`src/rtl/ifg_pkg.sv`:
```
package ifg_pkg;

   typedef enum logic {
      FMT_OFFSET = 1'b0,
      FMT_TWOS   = 1'b1
   } ifg_fmt_e;

   // width needed to hold a DATA_W sample left-shifted by the largest code
   function automatic int ifg_out_w(input int data_w, input int shift_w);
      return data_w + (1 << shift_w) - 1;
   endfunction

endpackage

```
`src/rtl/ifg_fmt_conv.sv`:
```
module ifg_fmt_conv #(
   parameter int DATA_W     = 14,
   parameter bit HAS_OFFSET = 1'b1
) (
   input  logic              fmt_sel,
   input  logic [DATA_W-1:0] raw,
   output logic [DATA_W-1:0] conv
);
   import ifg_pkg::*;

   generate
      if (HAS_OFFSET) begin : g_selectable
         logic flip;
         assign flip = (ifg_fmt_e'(fmt_sel) == FMT_OFFSET);
         assign conv = {raw[DATA_W-1] ^ flip, raw[DATA_W-2:0]};
      end else begin : g_twos_only
         logic unused_sel;
         assign unused_sel = fmt_sel;
         assign conv       = raw;
      end
   endgenerate

endmodule

```
`src/rtl/ifg_shift_sat.sv`:
```
module ifg_shift_sat #(
   parameter int SHIFT_W = 4,
   parameter int ADJ_W   = 3
) (
   input  logic [SHIFT_W-1:0] code,
   input  logic [ADJ_W-1:0]   adj,
   output logic [SHIFT_W-1:0] amt
);
   localparam int SUM_W = SHIFT_W + 1;

   generate
      if (ADJ_W > SHIFT_W) begin : g_bad_width
         $error("ifg_shift_sat: ADJ_W must not exceed SHIFT_W");
      end
   endgenerate

   logic [SUM_W-1:0] sum;

   assign sum = {1'b0, code} + {{(SUM_W-ADJ_W){1'b0}}, adj};
   assign amt = sum[SUM_W-1] ? {SHIFT_W{1'b1}} : sum[SHIFT_W-1:0];

endmodule

```
`src/rtl/ifg_barrel.sv`:
```
module ifg_barrel #(
   parameter int DATA_W  = 14,
   parameter int SHIFT_W = 4,
   parameter int OUT_W   = 29
) (
   input  logic [DATA_W-1:0]  din,
   input  logic [SHIFT_W-1:0] amt,
   output logic [OUT_W-1:0]   dout
);
   generate
      if (OUT_W < DATA_W + (1 << SHIFT_W) - 1) begin : g_bad_width
         $error("ifg_barrel: OUT_W too narrow for the largest shift");
      end
   endgenerate

   logic [OUT_W-1:0] stg [0:SHIFT_W];

   assign stg[0] = {{(OUT_W-DATA_W){din[DATA_W-1]}}, din};

   generate
      for (genvar k = 0; k < SHIFT_W; k++) begin : g_stage
         assign stg[k+1] = amt[k] ? (stg[k] << (1 << k)) : stg[k];
      end
   endgenerate

   assign dout = stg[SHIFT_W];

endmodule

```
`src/rtl/if_gain_front.sv`:
```
module if_gain_front #(
   parameter int DATA_W     = 14,
   parameter int SHIFT_W    = 4,
   parameter int ADJ_W      = 3,
   parameter bit HAS_OFFSET = 1'b1,
   parameter int OUT_W      = ifg_pkg::ifg_out_w(DATA_W, SHIFT_W)
) (
   input  logic                     clk,
   input  logic                     rst_n,
   input  logic                     cfg_fmt,
   input  logic [SHIFT_W-1:0]       cfg_shift,
   input  logic [ADJ_W-1:0]         gain_adj,
   input  logic                     smp_en_n,
   input  logic [DATA_W-1:0]        smp_in,
   output logic signed [OUT_W-1:0]  out_data,
   output logic                     out_vld
);
   localparam int MAX_SH = (1 << SHIFT_W) - 1;

   generate
      if (DATA_W < 2) begin : g_bad_data
         $error("if_gain_front: DATA_W must be at least 2");
      end
      if (OUT_W < DATA_W + MAX_SH) begin : g_bad_out
         $error("if_gain_front: OUT_W cannot hold the largest shift");
      end
   endgenerate

   logic [DATA_W-1:0]  conv_smp;
   logic [SHIFT_W-1:0] sat_amt;
   logic [DATA_W-1:0]  cap_smp;
   logic [SHIFT_W-1:0] cap_amt;
   logic               cap_vld;
   logic [OUT_W-1:0]   shifted;

   ifg_fmt_conv #(.DATA_W(DATA_W), .HAS_OFFSET(HAS_OFFSET)) u_fmt (
      .fmt_sel (cfg_fmt),
      .raw     (smp_in),
      .conv    (conv_smp)
   );

   ifg_shift_sat #(.SHIFT_W(SHIFT_W), .ADJ_W(ADJ_W)) u_sat (
      .code (cfg_shift),
      .adj  (gain_adj),
      .amt  (sat_amt)
   );

   // capture stage: word and gain are taken on the same edge
   always_ff @(posedge clk or negedge rst_n) begin
      if (!rst_n) begin
         cap_smp <= '0;
         cap_amt <= '0;
         cap_vld <= 1'b0;
      end else begin
         cap_vld <= ~smp_en_n;
         if (!smp_en_n) begin
            cap_smp <= conv_smp;
            cap_amt <= sat_amt;
         end
      end
   end

   ifg_barrel #(.DATA_W(DATA_W), .SHIFT_W(SHIFT_W), .OUT_W(OUT_W)) u_sh (
      .din  (cap_smp),
      .amt  (cap_amt),
      .dout (shifted)
   );

   // output stage: update only for a fresh capture, hold otherwise
   always_ff @(posedge clk or negedge rst_n) begin
      if (!rst_n) begin
         out_data <= '0;
         out_vld  <= 1'b0;
      end else begin
         out_vld <= cap_vld;
         if (cap_vld) begin
            out_data <= signed'(shifted);
         end
      end
   end

endmodule

```
`config.mk`:
```
export PLATFORM = sky130hd
export DESIGN_NAME = if_gain_front
export DESIGN_NICKNAME = d
export VERILOG_FILES = /design/src/rtl/ifg_pkg.sv /design/src/rtl/ifg_fmt_conv.sv /design/src/rtl/ifg_shift_sat.sv /design/src/rtl/ifg_barrel.sv /design/src/rtl/if_gain_front.sv
export SDC_FILE = /design/constraint.sdc
export NUM_CORES = 1
export LEC_CHECK = 0
export BUFFER_PORTS_ARGS = -buffer_cell sky130_fd_sc_hd__buf_2
export CAP_MARGIN = 0
export CORE_ASPECT_RATIO = 0.6
export CORE_MARGIN = 3
export CORE_UTILIZATION = 50
export CTS_CLUSTER_SIZE = 28
export DETAILED_ROUTE_END_ITERATION = 10
export GPL_TIMING_DRIVEN = 0
export MAX_ROUTING_LAYER = met4
export PLACE_DENSITY = 0.76
export SLEW_MARGIN = 10
export SYNTH_ARGS = -nofsm -noshare
export SYNTH_HDL_FRONTEND = slang
export SYNTH_SLANG_ARGS = --single-unit
```
`constraint.sdc`:
```
create_clock -name clk -period 1.65 [get_ports clk]
set_input_delay 0.165 -clock clk [delete_from_list [all_inputs] [get_ports clk]]
set_output_delay 0.165 -clock clk [all_outputs]
set_load 0.1 [all_outputs]
```
# Yosys cells after proc, flatten, opt, wreduce, memory -nomap -nowiden
# Cells that the tools add are included.
[word_totals] ff_bits=49 input_bits=25
[op_classes] n_addsub=1 muxes=5 bitwise=3
[ops] op="two-way mux 28 bit" n=1
[ops] op="two-way mux 20 bit" n=1
[ops] op="two-way mux 16 bit" n=1
[ops] op="two-way mux 14 bit" n=1
[ops] op="adder 4 x 3 -> 5 bit" n=1
[ops] op="two-way mux 4 bit" n=1
[ops] op="NOT 1 bit" n=2
[ops] op="XOR 1 bit" n=1

# Logic depth before layout (Yosys ltp)
# Gate-level depths: netlist of run 1.
[logic_depth] depth_word=4 mapped_depth=7

# By module
# From an unflattened synthesis of run 1, not the netlist that was laid out.
[hier_totals] hier_cells=273 hier_area_um2=3040.4
[by_module_without_submodules] mod="if_gain_front" instances=1 cells_per_inst=102 area_per_inst_um2=1850.5 seq_area_each_um2=1226.2
[by_module_without_submodules] mod="ifg_barrel" instances=1 cells_per_inst=137 area_per_inst_um2=944.7 seq_area_each_um2=0.0
[by_module_without_submodules] mod="ifg_shift_sat" instances=1 cells_per_inst=20 area_per_inst_um2=138.9 seq_area_each_um2=0.0
[by_module_without_submodules] mod="ifg_fmt_conv" instances=1 cells_per_inst=14 area_per_inst_um2=106.4 seq_area_each_um2=0.0

# Worst setup path before layout of run 1
# OpenSTA, ideal clock, no wires.
[synth_timing] kind="register to register" from="register cap_amt[1]" to="register out_data[18]" setup_time_ps=125 arrival_ps=1527 required_time_ps=1525 slack_ps=-2 stages_incl_launch_ff=6 n_path_buf=1 path_cell_list="dfrtp_1 -> buf_6 -> mux4_2 -> mux2i_1 -> nor2_1 -> a211o_1"
[synth_between] elab_chain_len=3
[synth_rtl] item="start: declaration" line_no="if_gain_front.sv:32" source="logic [SHIFT_W-1:0] cap_amt;"
[synth_rtl] item="start signal: assignment" line_no="if_gain_front.sv:58" source="cap_amt <= sat_amt;"
[synth_rtl] item="two-way mux 16 bit" line_no="ifg_barrel.sv:22" source="assign stg[k+1] = amt[k] ? (stg[k] << (1 << k)) : stg[k];"
[synth_rtl] item="two-way mux 20 bit" line_no="ifg_barrel.sv:22"
[synth_rtl] item="two-way mux 28 bit" line_no="ifg_barrel.sv:22"
[synth_rtl] item="end signal: assignment" line_no="if_gain_front.sv:77" source="out_data <= signed'(shifted);"
[synth_rtl] item="end: declaration" line_no="if_gain_front.sv:15" source="output logic signed [OUT_W-1:0] out_data,"
# No other way between the ends.
# A chain may end at the register's enable or synchronous reset.

# Worst setup path after layout of run 1
[layout_timing] from="register cap_amt[1]" to="register out_data[10]"
# Same word-level chain as after synthesis.

==> impl_metrics.csv, run 1 <==
group,metric,value,unit
run_status,status,"finished with violations",
run_status,violations,"setup timing",
detailed_routing,drc,0,
finish,final_nets,343,
detailed_routing,dr_total_vias,2290,
clocking,clockRootBuffer,"clkbuf_8",
sta,timing.final.crit_period,1.75,ns
setup_path,cp_data_required_time,1.83,ns
logic_synthesis,ys_seq_area_share,43.9,%
power_and_ir_drop,ir_drop,0.579,mV
sta,worst_slew_pin_slew,1.06,ns
finish,final_common_cell,"buf_2",
setup_path,critPathCaptureType,"flip-flop",
clocking,cts_buffer_depth,2,
placement,gp_congestion,0.918,
setup_path,cpMaxStageDelayCell,"mux4_2",
floorplanning,initial_core_util,53.4,%
setup_path,critPathArrivalTime,1.93,ns
finish,antenna_cells,0,
power_and_ir_drop,leakage,1.60,nW
setup_path,critPathMaxFanout,5,
global_route,track_usage,23.7,%
logic_synthesis,async_flop_share,100,%
detailed_routing,wl_per_cell,18.7,um
clocking,cts.sinks,49,
floorplanning,core-area,5230,um2
setup_path,crit_chain,"buf_6 -> mux4_2 -> mux2i_4 -> a2bb2oi_2 -> a21oi_1",
clocking,cts_hold_buf,0,
global_route,gr-total-overflow,0,
floorplanning,rows,20,
setup_path,startpoint_type,"flip-flop",
clocking,path_clk_slew,0.09,ns
finish,drive_gt1_share,39.5,%
placement,placed_area,3140,um2
finish,final_cell_mix,"buf_2 (54), dfrtp_1 (48), nand2_1 (16), mux2_2 (16), mux2i_1 (15)",
logic_synthesis,yosys_warnings,0,
finish,final_cells,380,
sta,skew,0.00762,ns
floorplanning,die_w,103,um
job,drv_cap,0,
logic_synthesis,synth.distinct_cells,43,
floorplanning,fp.dieH,63.9,um
logic_synthesis,ys_ff_latch,49,
setup_path,critical_path_class,"reg2reg",
placement,buffer_ports.inserted,53,
logic_synthesis,synth.avg_cell_area,11.2,um2
finish,fin_util,65.2,%
detailed_routing,ant_nets,0,
placement,place_inst,369,
detailed_routing,first_iter_violations,236,
finish,fillerInstances,427,
sta,max_slew_margin,29.5,%
detailed_routing,routed_via_density,6.03,
logic_synthesis,netlist_area,2800,um2
placement,dpl_worst_slack,-0.328,ns
finish,area_growth,21.9,%
sta,rsz0062_at_grt,"yes",
sta,max_freq,0.572,GHz
sta,finalHoldViolations,0,
global_route,grt_pass1_vias,2163,
finish,fin_area,3410,um2
logic_synthesis,synth_edf_count,0,
power_and_ir_drop,powerDensity,1400,nW/um2
floorplanning,io_pins,55,
global_route,grt_pass1_wl,11.6,mm
logic_synthesis,syn-instance-count,250,
logic_synthesis,synthFlopType,"dfrtp_1",
sta,slew_violations,0,
global_route,grt_max_degree,50,
placement,dp_hpwl,5.16,mm
clocking,cts_made_buffers,5,
sta,period_share,106,%
clocking,insertion_delay,0.31,ns
logic_synthesis,synthesis.nets,279,
global_route,antenna_found_initial,0,
sta,setup_viol,15,
setup_path,max_stage_delay,0.55,ns
detailed_routing,routed_wl,7.09,mm
setup_path,rr_worst_depth,5,
sta,fin_ws,-0.0994,ns
min_path,hp-class,"in2async",
floorplanning,die-area,6550,um2
clocking,h-tree-depth,2,
clocking,cts_tree,"built",
detailed_routing,dr.pass1.iters,4,
## through the flow
stage / total power (W) / TNS (ns) / hold slack, ns
global placement: 0.00382 / -1.65 / 0.358
floorplan: 0.00340 / 0 / -0.131
CTS: 0.00466 / -0.383 / 0.0731
finish: 0.00477 / -0.663 / 0.0243
global route: 0.00498 / -1.31 / 0.0802
detailed placement: 0.00385 / -2.01 / 0.368
## final timing paths
check / from / end / slack, ns
worst max-delay path: cap_amt[1] / out_data[10] / -0.1
worst min-delay path: rst_n / out_vld / 0.02
worst max register to register: cap_amt[1] / out_data[10] / -0.1
worst min register to register: cap_vld / out_vld / 0.38
max in group asynchronous: rst_n / cap_amt[1] / 0.89
min in group clk: smp_in[12] / cap_smp[12] / 0.08
## what timing repair did
item | 4_1_cts | 5_1_grt
setup buffers | 1 | 2
setup endpoints to repair | 21 | 23
gates resized for setup | 22 | 26
gates cloned | 1 | 0
pin swaps | 3 | 3
## power breakdown
part	switching (W)	total, W	internal (W)
registers	0.000155	0.00155	0.00140
logic	0.00180	0.00250	0.000697
clock network	0.000385	0.000718	0.000333
total	0.00234	0.00477	0.00243
## area by class of cell
cell class                      instances  area [um2]  area share, %
Multi-Input combinational cell        168        1540           45.1
Inverter                               13        48.8           1.43
Buffer                                 20         131           3.85
Timing Repair Buffer                   57         295           8.66
Tap cell                               66        82.6           2.42
Clock buffer                            7        86.3           2.53
Sequential cell                        49        1230           36.0
## worst max-delay path, delay by kind of cell, from the launching register on
kind / cells / cell delay (ns)
buf+inv: 1 / 0.14
compound gates: 2 / 0.28
mux: 2 / 0.77
flops: 1 / 0.42
## state kept, by name, summed over array words and instances, names as in the netlist
name / cells
cap_vld: 1
cap_smp: 14
out_data: 29
cap_amt: 4
out_vld: 1
## synth_stat cells, drive strengths merged (2+ instances only)
master | number | area (um2)
dfrtp | 49 | 1230
mux2i | 23 | 230
mux2 | 18 | 203
nand2 | 16 | 60.1
nor2 | 15 | 56.3
a21oi | 13 | 65.1
inv | 13 | 48.8
clkbuf | 11 | 41.3
mux4 | 10 | 240
buf | 9 | 62.6
nor2b | 8 | 50.1
o21ai | 6 | 30.0
o2bb2ai | 6 | 52.6
a211oi | 5 | 37.5
a2bb2oi | 4 | 35.0
a31oi | 4 | 25.0
nand2b | 4 | 25.0
o221ai | 4 | 35.0
a21o | 3 | 22.5
ha | 3 | 37.5
nand3 | 3 | 15.0
a22oi | 2 | 15.0
a311oi | 2 | 17.5
nand3b | 2 | 15.0
o2111ai | 2 | 17.5
xor2 | 2 | 17.5
## logic make-up (layout without fill, tap and decap cells)
group / count (synthesis) / in the layout / share of synthesized area, %
AOI/OAI and AO/OA: 60 / 60 / 15.3
xor gates and xnor gates: 2 / 2 / 0.627
adders and majority gates: 4 / 4 / 2.06
buffers and inverters: 33 / 97 / 5.46
DFF: 49 / 49 / 43.9
muxes: 51 / 51 / 24.1
and+or+nand+nor: 51 / 51 / 8.59
## per-layer routing
layer  global-route usage [%]  wire length [um]  vias to the layer above
met5                        -                 0                        -
met4                     5.89                48                        0
met3                     4.91               600                        5
met2                     31.7              3020                      100
met1                     36.7              3420                     1138
li1                         -                 -                     1047
No activity file was read; power rests on OpenSTA's default activity.
==> run 2, diff against run 1 <==
Settings changed: BUFFER_PORTS_ARGS -buffer_cell sky130_fd_sc_hd__buf_2 to default, DONT_BUFFER_PORTS from default to 1, PLACE_DENSITY 0.76 to 0.68.
==> run 2 against run 1 <==
  * The run still ends with setup timing left
  * Cell count down 11%
  * Non-clock buffer count down 44
  * Sequential cell count unchanged
  * Clock-buffer cell count down 1
  * Combinational power down 48%
  * Critical path type unchanged
  * Critical endpoint is now out_data[18]
==> impl_metrics.csv, run 2 (synthesis gave the netlist of run 1 again) <==
group,metric,value,unit
power_and_ir_drop,leakage,1.42,nW
min_path,hp-class,"in2reg",
placement,gp_congestion,0.960,
finish,antenna_cells,0,
finish,reg.largest.list,"out_data: 29 flops, cap_smp: 14 flops, cap_amt: 4 flops",
detailed_routing,ant_nets,0,
power_and_ir_drop,p_comb_share,27.8,%
power_and_ir_drop,intPower,0.00230,W
finish,fin_area,3290,um2
floorplanning,fp.dieH,63.9,um
placement,dpl_worst_slack,-0.269,ns
detailed_routing,first_iter_violations,189,
power_and_ir_drop,ir_drop,0.581,mV
sta,max_slew_margin,38.2,%
setup_path,critical_path_class,"reg2reg",
clocking,insertion_delay,0.31,ns
power_and_ir_drop,clkPwrFrac,15.1,%
global_route,grt_pass1_wl,11.0,mm
clocking,cts.sinks,49,
setup_path,cp_data_required_time,1.86,ns
sta,rsz0062_at_grt,"yes",
power_and_ir_drop,p_seq_share,57.1,%
run_status,violations,"setup timing",
global_route,grt_pass1_vias,2017,
sta,slew_violations,0,
power_and_ir_drop,power_switching,0.00236,W
sta,period_share,107,%
finish,drive_gt1_share,29.2,%
finish,top_register,"out_data",
job,drv_cap,0,
setup_path,startpoint_type,"flip-flop",
finish,final_cell_mix,"dfrtp_1 (48), nand2_1 (16), nor2_1 (15), mux2_2 (15)",
clocking,cts_tree,"built",
finish,final_common_cell,"dfrtp_1",
clocking,cts_made_buffers,5,
sta,max_freq,0.569,GHz
power_and_ir_drop,sw_frac_of_total,50.6,%
setup_path,cpMaxStageDelayCell,"mux4_2",
detailed_routing,routed_wl,7.31,mm
placement,dp_hpwl,5.03,mm
floorplanning,rows,20,
sta,skew,0.00763,ns
floorplanning,io_pins,55,
detailed_routing,routed_via_density,6.46,
sta,fin_ws,-0.109,ns
finish,final_nets,299,
global_route,track_usage,22.8,%
clocking,h-tree-depth,2,
detailed_routing,dr_total_vias,2177,
finish,area_growth,17.7,%
floorplanning,die-area,6550,um2
power_and_ir_drop,p_total,0.00467,W
clocking,clockRootBuffer,"clkbuf_8",
detailed_routing,drc,0,
global_route,gr-total-overflow,0,
sta,fin_setup_tns,-0.617,ns
sta,worst_slew_pin_slew,0.927,ns
clocking,path_clk_slew,0.09,ns
setup_path,crit_chain,"buf_6 -> mux4_2 -> mux2i_4 -> nor2_1 -> a211o_1",
finish,seq_area,1230,um2
setup_path,critPathCaptureType,"flip-flop",
power_and_ir_drop,powerDensity,1420,nW/um2
clocking,cts_buffer_depth,2,
run_status,status,"finished with violations",
placement,placed_area,2880,um2
detailed_routing,dr.pass1.iters,5,
global_route,antenna_found_initial,0,
floorplanning,initial_core_util,53.4,%
setup_path,critPathArrivalTime,1.96,ns
global_route,grt_max_degree,50,
finish,largest_reg_flops,29,
finish,fin_util,62.9,%
finish,fillerInstances,423,
floorplanning,die_w,103,um
placement,buffer_ports.inserted,0,
sta,setup_viol,12,
setup_path,critPathMaxFanout,5,
sta,finalHoldViolations,0,
setup_path,reg2reg_slack,-0.11,ns
finish,multi_input_comb_area,1560,um2
detailed_routing,wl_per_cell,21.7,um
setup_path,max_stage_delay,0.56,ns
sta,timing.final.crit_period,1.76,ns
floorplanning,core-area,5230,um2
==> run 2: cell count changes in the layout (fill, tap and decap cells not counted), sizes merged <==
| cell | before | now |
|---|---|---|
| buf | 64 | 15 |
| clkbuf | 20 | 18 |
| dlygate4sd3 | 0 | 6 |
| clkinv | 0 | 2 |
==> run 2: repair_timing <==
action,in CTS,in global routing
endpoints found under the setup margin,20,26
gates resized for setup,19,39
setup buffers,1,3
endpoints found under the hold margin,51,3
cloned,1,1
pin swaps,2,6
hold buffers,4,3
==> run 2: layout make-up <==
class	instances	area share (%)
flip-flops and latches	49	37.3
well taps	66	2.51
clock inverters	2	0.304
inverters	13	1.48
plain buffers	20	4.03
multi-input cells	168	47.4
clock buffers	6	2.21
repair buffers	13	4.79
==> run 2: power groups by stage <==
| stage | registers [W] | logic, W | clock network [W] |
|---|---|---|---|
| final | 0.00267 | 0.00130 | 0.000703 |
| after global routing | 0.00269 | 0.00139 | 0.000763 |
| after CTS | 0.00266 | 0.00110 | 0.000705 |
| after detailed placement | 0.00268 | 0.000967 | 0 |
| after global placement | 0.00268 | 0.000959 | 0 |
| after floorplan | 0.00262 | 0.000777 | 0 |
==> run 2: metal layers <==
layer  GRT usage (%)  up-vias  part of all wire [%]
met4            4.75        0                  0.73
met3            6.22        7                   9.8
li1                -      958                     -
met5               -        -                     0
met1            36.6     1104                    47
met2            28.0      108                    43
==> run 2: worst paths after layout <==
path / start / to / depth (start not counted)
max: cap_amt[1] / out_data[18] / 5
min: smp_in[6] / cap_smp[6] / 1
max reg2reg: cap_amt[1] / out_data[18] / 5
min reg2reg: cap_vld / out_vld / 0
max in group asynchronous: rst_n / cap_smp[0] / 2
min in group asynchronous: rst_n / out_data[28] / 2
==> run 2: through the flow <==
step,cells,hold WS (ns)
5_1_grt,337,0.00100
3_3_place_gp,316,-0.129
6_report,337,0.00221
2_1_floorplan,250,-0.131
3_5_place_dp,316,-0.129
4_1_cts,330,0.000301
==> run 2: critical path, delay by kind of cell, from the launching register on <==
family                 cells  cell delay [ns]
AOI/OAI and AO/OA          1             0.23
and+or+nand+nor            1             0.07
muxes                      2             0.78
buffers and inverters      1             0.15
DFF                        1             0.43
